[config.mk]
export PLATFORM = sky130hd
export DESIGN_NAME = slot_irq_unit
export DESIGN_NICKNAME = d
export VERILOG_FILES = /design/src/rtl/slot_irq_pkg.sv /design/src/rtl/slot_pin_sync.sv /design/src/rtl/slot_evt.sv /design/src/rtl/slot_irq_unit.sv
export SDC_FILE = /design/constraint.sdc
export NUM_CORES = 1
export LEC_CHECK = 0
export ABC_CLOCK_PERIOD_IN_PS = 1600
export BUFFER_PORTS_ARGS = -buffer_cell sky130_fd_sc_hd__buf_2
export CAP_MARGIN = 20
export CORE_AREA = 2 2 97 99
export DETAILED_ROUTE_END_ITERATION = 6
export DIE_AREA = 0 0 99 101
export PLACE_DENSITY = 0.74
export REMOVE_ABC_BUFFERS = 1
export SYNTH_ARGS = -nofsm -noshare
export SYNTH_HDL_FRONTEND = slang
export SYNTH_SLANG_ARGS = --single-unit
[constraint.sdc]
create_clock -name clk -period 1.6 [get_ports clk]
set_clock_uncertainty 0.15 [all_clocks]
set_input_delay 0.24 -clock clk [delete_from_list [all_inputs] [get_ports clk]]
set_output_delay 0.24 -clock clk [all_outputs]
set_load 0.005 [all_outputs]
[src/rtl/slot_irq_pkg.sv]
package slot_irq_pkg;
  localparam int SLOTS = 2;
  localparam int HALF  = 16;
  localparam int PINS  = 8;
  localparam int DW    = SLOTS * HALF;

  // raw pin index inside one slot's pin vector
  localparam int P_VS1 = 7, P_VS2 = 6, P_WP = 5, P_CD2 = 4;
  localparam int P_CD1 = 3, P_BVD2 = 2, P_BVD1 = 1, P_RDY = 0;

  // bit positions inside one half of the change register
  localparam int H_PIN0 = 8;
  localparam int H_RLO  = 7;
  localparam int H_RHI  = 6;
  localparam int H_RISE = 5;
  localparam int H_FALL = 4;

  localparam logic [HALF-1:0] HALF_CLR_MASK = 16'hFF30;
  localparam logic [DW-1:0]   CLR_MASK      = {SLOTS{HALF_CLR_MASK}};

  typedef enum logic [2:0] {
    A_PIN  = 3'd0,
    A_CHG  = 3'd1,
    A_EN   = 3'd2,
    A_CTLA = 3'd3,
    A_CTLB = 3'd4
  } reg_addr_e;

  // lowest register bit of a slot's half
  function automatic int slot_base(input int s);
    return (SLOTS - 1 - s) * HALF;
  endfunction

  // latched events of one slot from new and previous synchronized pins
  function automatic logic [HALF-1:0] half_events(input logic [PINS-1:0] now,
                                                  input logic [PINS-1:0] old);
    logic [PINS-1:0] edg;
    logic [HALF-1:0] ev;
    logic            cd_ok;
    edg = now ^ old;
    ev  = '0;
    ev[H_PIN0 +: PINS] = edg;
    cd_ok = (now[P_CD1] == now[P_CD2]) && (edg[P_CD1] || edg[P_CD2]);
    ev[H_PIN0 + P_CD1] = cd_ok;
    ev[H_PIN0 + P_CD2] = cd_ok;
    ev[H_RISE] = edg[P_RDY] & now[P_RDY];
    ev[H_FALL] = edg[P_RDY] & ~now[P_RDY];
    return ev;
  endfunction

  // level sources of one slot
  function automatic logic [HALF-1:0] half_levels(input logic rdy);
    logic [HALF-1:0] lv;
    lv = '0;
    lv[H_RLO] = ~rdy;
    lv[H_RHI] = rdy;
    return lv;
  endfunction
endpackage

[src/rtl/slot_pin_sync.sv]
module slot_pin_sync #(
  parameter int W      = 16,
  parameter int STAGES = 2
) (
  input  logic         clk,
  input  logic         rst_n,
  input  logic [W-1:0] d,
  output logic [W-1:0] q,
  output logic [W-1:0] q_prev
);
  logic [W-1:0] stg [STAGES+1];

  for (genvar i = 0; i <= STAGES; i++) begin : g_stage
    always_ff @(posedge clk or negedge rst_n) begin
      if (!rst_n) stg[i] <= '0;
      else if (i == 0) stg[i] <= d;
      else stg[i] <= stg[(i == 0) ? 0 : i-1];
    end
  end

  assign q      = stg[STAGES-1];
  assign q_prev = stg[STAGES];
endmodule

[src/rtl/slot_evt.sv]
module slot_evt
  import slot_irq_pkg::*;
(
  input  logic [PINS-1:0] now,
  input  logic [PINS-1:0] old,
  output logic [HALF-1:0] set_half,
  output logic [HALF-1:0] lvl_half,
  output logic [HALF-1:0] pin_half
);
  assign set_half = half_events(now, old);
  assign lvl_half = half_levels(now[P_RDY]);
  assign pin_half = {now, {(HALF-PINS){1'b0}}};
endmodule

[src/rtl/slot_irq_unit.sv]
module slot_irq_unit
  import slot_irq_pkg::*;
(
  input  logic        clk,
  input  logic        rst_n,
  input  logic [7:0]  pins_a,
  input  logic [7:0]  pins_b,
  input  logic        wr_en,
  input  logic [2:0]  reg_addr,
  input  logic [31:0] wr_data,
  output logic [31:0] rd_data,
  output logic        irq,
  output logic [1:0]  card_rst,
  output logic [1:0]  buf_oe_n
);
  localparam int RAW_W = SLOTS * PINS;

  logic [RAW_W-1:0] sync_vec, prev_vec;
  logic [DW-1:0]    set_vec, lvl_vec, pin_vec;
  logic [DW-1:0]    chg_q, chg_view, en_q, clr_vec;
  logic [1:0]       ctl_q [SLOTS];   // {oe_n, rst}
  logic             wr_chg;

  slot_pin_sync #(.W(RAW_W), .STAGES(2)) u_sync (
    .clk(clk), .rst_n(rst_n), .d({pins_a, pins_b}),
    .q(sync_vec), .q_prev(prev_vec)
  );

  for (genvar s = 0; s < SLOTS; s++) begin : g_slot
    localparam int RB = (SLOTS - 1 - s) * PINS;
    localparam int HB = (SLOTS - 1 - s) * HALF;
    slot_evt u_evt (
      .now(sync_vec[RB +: PINS]), .old(prev_vec[RB +: PINS]),
      .set_half(set_vec[HB +: HALF]), .lvl_half(lvl_vec[HB +: HALF]),
      .pin_half(pin_vec[HB +: HALF])
    );

    always_ff @(posedge clk or negedge rst_n) begin
      if (!rst_n) ctl_q[s] <= 2'b10;
      else if (wr_en && reg_addr == 3'(A_CTLA + s)) ctl_q[s] <= wr_data[7:6];
    end
    assign card_rst[s] = ctl_q[s][0];
    assign buf_oe_n[s] = ctl_q[s][1];
  end

  assign wr_chg  = wr_en && (reg_addr == A_CHG);
  assign clr_vec = wr_chg ? (wr_data & CLR_MASK) : '0;

  always_ff @(posedge clk or negedge rst_n) begin
    if (!rst_n) begin
      chg_q <= '0;
      en_q  <= '0;
    end else begin
      chg_q <= ((chg_q & ~clr_vec) | set_vec) & CLR_MASK;
      if (wr_en && reg_addr == A_EN) en_q <= wr_data;
    end
  end

  assign chg_view = chg_q | lvl_vec;
  assign irq      = |(chg_view & en_q);

  always_comb begin
    case (reg_addr)
      A_PIN:   rd_data = pin_vec;
      A_CHG:   rd_data = chg_view;
      A_EN:    rd_data = en_q;
      A_CTLA:  rd_data = {24'h0, ctl_q[0], 6'h0};
      A_CTLB:  rd_data = {24'h0, ctl_q[1], 6'h0};
      default: rd_data = '0;
    endcase
  end
endmodule

==> flow_summary_export.csv <==
group,metric,value,unit
placement,gp_congestion,0.852,
setup_path,arrival,1.78,ns
setup_path,worstSetupEndpointType,"output port",
timing,tightest_slew,0.350,ns
clock_network,htree_levels,3,
detailed_routing,drtIter0Drc,109,
clock_network,clock_latency,0.37,ns
detailed_routing,vias,3321,
synthesis,synth_area_per_cell,12.1,um2
layout,fin_util,67.2,%
floorplanning,num_rows,35,
synthesis,synthesis.area,4240,um2
layout,syn2layout_area_growth,42.2,%
hold_path,min_from,"wr_en",
floorplanning,io_pins,91,
setup_path,crit_path_top_delay_cell,"dfrtp_1",
status,status,"finished, violations left",
status,violations,"negative setup slack",
clock_network,cts_root_buf,"clkbuf_8",
synthesis,ys_types,31,
layout,drive_gt1_share,34.6,%
timing,slew_violations,0,
grt,antenna_found_initial,0,
layout,num_antenna_cells,0,
placement,hpwl,7100,um
setup_path,path_max_fanout,2,
synthesis,synth_top_area_share,60.1,%
pwr,ir_drop,530,uV
clock_network,cts.sinks,104,
setup_path,rrSetupSlack,0.26,ns
synthesis,synthCells,350,
setup_path,critPathKind,"register to output port",
setup_path,critPathTopFamily,"simple AND/OR/NAND/NOR gates",
timing,relSlewSlack,76.5,%
grt,grt_max_degree,32,
setup_path,reg2regPathDepth,6,
floorplanning,die_height,101,um
synthesis,ys_seq_area_share,61.4,%
flow_run,cap_violations,0,
synthesis,synth_top_cell_by_area,"dfrtp_1",
detailed_routing,drt-pass1-iter-count,4,
setup_path,crit_chain,"a22o_1, a221oi_2, nand3_1, or3_1, buf_2",
pwr,power_density,949,nW/um2
clock_network,path_clk_slew,0.10,ns
clock_network,tritoncts,"built",
timing,fin_worst_hold_slack,0.126,ns
setup_path,r2r-end,"chg_q[20]",
setup_path,required,1.21,ns
hold_path,hold_depth,3,
synthesis,ys_ff_latch,104,
detailed_routing,postRouteAntennaNets,0,
setup_path,crit_buf_inv,1,
floorplanning,design.core.area,8980,um2
setup_path,crit_path_start_kind,"register",
synthesis,synthTopCellsByArea,"dfrtp_1, mux2_1, nand2_1",
detailed_routing,drc,0,
hold_path,hp-class,"primary input to register",
grt,grt_pass1_vias,3479,
detailed_routing,finalWirelength,10400,um
grt,grt_first_pass_wirelength,17000,um
timing,rsz0062_at_grt,"yes",
floorplanning,start_util,47.3,%
placement,port_buffers,90,
grt,grt_usage,21.9,%
pwr,p_leak,0.00287,uW
grt,grt_overflow,0,
timing,hold_violations,0,
layout,nets,600,
timing,fin_crit,2.17,ns
clock_network,clockBufferDepth,2,
hold_path,min_to,"card_rst[1]",
detailed_routing,wl_per_cell,15.9,um
setup_path,max_stage_delay,0.38,ns
synthesis,yosysWarnings,0,
timing,finalSetupViolations,21,
floorplanning,die_w,99,um
clock_network,cts_buffers,9,
timing,fmax,461,MHz
floorplanning,dieArea,10000,um2
timing,worst_slack,-0.569,ns
detailed_routing,viasPerCell,5.05,
timing,fin_crit_sh,136,%
setup_path,timing.rr.start,"u_sync.q[8]",
## sequential cells by signal (all words and copies together), names as in the netlist
register	cells
en_q	32
chg_q	20
u_sync.q	16
u_sync.q_prev	16
u_sync.stg	16
buf_oe_n	2
card_rst	2
## where the power goes
group          internal (uW)  switching, uW
registers               2920            186
logic                    635            455
clock network            652            882
total                   4200           1520
## worst min-delay path: stages
cell and delay (ns):
buf_2 0.13, nand2_1 0.10, mux2_2 0.15
## through the flow
| step | setup slack [ns] | TNS [ns] | instances | cell area (um2) | total power, uW |
|---|---|---|---|---|---|
| 2_1_floorplan | -0.766 | -37.55 | 334 | 4150 | 3500 |
| 3_3_place_gp | -0.225 | -1.81 | 587 | 5180 | 4020 |
| 3_5_place_dp | -0.244 | -2.70 | 587 | 5180 | 4060 |
| 4_1_cts | -0.623 | -4.16 | 655 | 5990 | 5760 |
| 5_1_grt | -0.662 | -6.01 | 658 | 6040 | 6010 |
| 6_report | -0.569 | -3.95 | 658 | 6040 | 5730 |
## logic make-up after synthesis
| kind of cell | share of synthesized area (%) |
|---|---|
| XOR/XNOR | 2.06 |
| AO/OA/AOI/OAI | 7.31 |
| adder cells (fa/ha/maj) | 1.18 |
| flip-flops | 61.4 |
| multiplexers | 14.1 |
| buffers and inverters | 2.56 |
| AND/OR/NAND/NOR | 11.4 |
## layout make-up
| class | instances | area [um2] |
|---|---|---|
| timing repair buffer | 197 | 1490 |
| inverter | 4 | 17.5 |
| tap | 111 | 139 |
| sequential | 104 | 2610 |
| clock buffer | 12 | 155 |
| fill | 679 | 2940 |
| clock inverter | 4 | 28.8 |
| multi-input combinational | 226 | 1600 |
## cell usage in the layout (no fill, tap or decap), drive strengths merged
cell	count
clkinvlp	2
a21o	8
mux2	38
and2	9
xnor2	10
nor3b	1
buf	148
nand2	49
a22o	1
nor2b	3
ha	4
mux2i	17
a21oi	16
dlygate4sd3	49
dfstp	2
inv	4
a22oi	17
o31ai	2
clkinv	2
nor4bb	1
a221oi	1
nand4	2
clkbuf	12
or3	1
nor2	40
o21ai	2
dfrtp	102
nand3	3
nand4b	1
## worst max path at each step
stage                      from  endpoint  slack, ns  cells past startpoint
floorplan           reg_addr[1]   en_q[0]      -0.77                      4
detailed placement      en_q[6]       irq      -0.24                      5
global route        u_sync.q[0]       irq      -0.66                      5
finish              u_sync.q[0]       irq      -0.57                      5
CTS                 u_sync.q[0]       irq      -0.62                      5
global placement    u_sync.q[0]       irq      -0.23                      5
## cell usage after synthesis
| master | number |
|---|---|
| buf_2 | 3 |
| buf_1 | 3 |
| inv_1 | 4 |
| or3_1 | 1 |
| dfrtp_1 | 102 |
| nand2_1 | 49 |
| clkbuf_1 | 5 |
| a22oi_1 | 17 |
| a21oi_1 | 16 |
| nor3b_1 | 1 |
| a221oi_1 | 1 |
| o31ai_1 | 2 |
| nor2b_1 | 1 |
| nand4_1 | 2 |
| dfstp_2 | 2 |
| buf_6 | 3 |
| nand4b_1 | 1 |
| mux2i_1 | 17 |
| nor4bb_1 | 1 |
| mux2_1 | 30 |
| o21ai_0 | 2 |
| nor2b_4 | 2 |
| mux2_2 | 8 |
| a21o_1 | 8 |
| and2_1 | 9 |
| buf_4 | 2 |
| a22o_1 | 1 |
| nand3_1 | 3 |
| ha_1 | 4 |
| nor2_1 | 40 |
| xnor2_1 | 10 |
## per-layer routing
metal  part of all wire [%]  GRT usage, %  vias to the layer above
li1                       -             -                     1572
met1                     45          28.8                     1662
met2                     50          36.1                       68
met3                    3.5          4.37                       19
met4                    1.7          8.32                        0
met5                      0             0                        -
## timing repair
action                                  in CTS  in global routing
pin swaps                                   12                 13
endpoints found under the setup margin      25                 25
hold endpoints to repair                   164                  0
resized for setup                           28                  9
hold buffers                                49                  0
setup buffers                                5                  5
No activity file was read; power rests on OpenSTA's default activity.
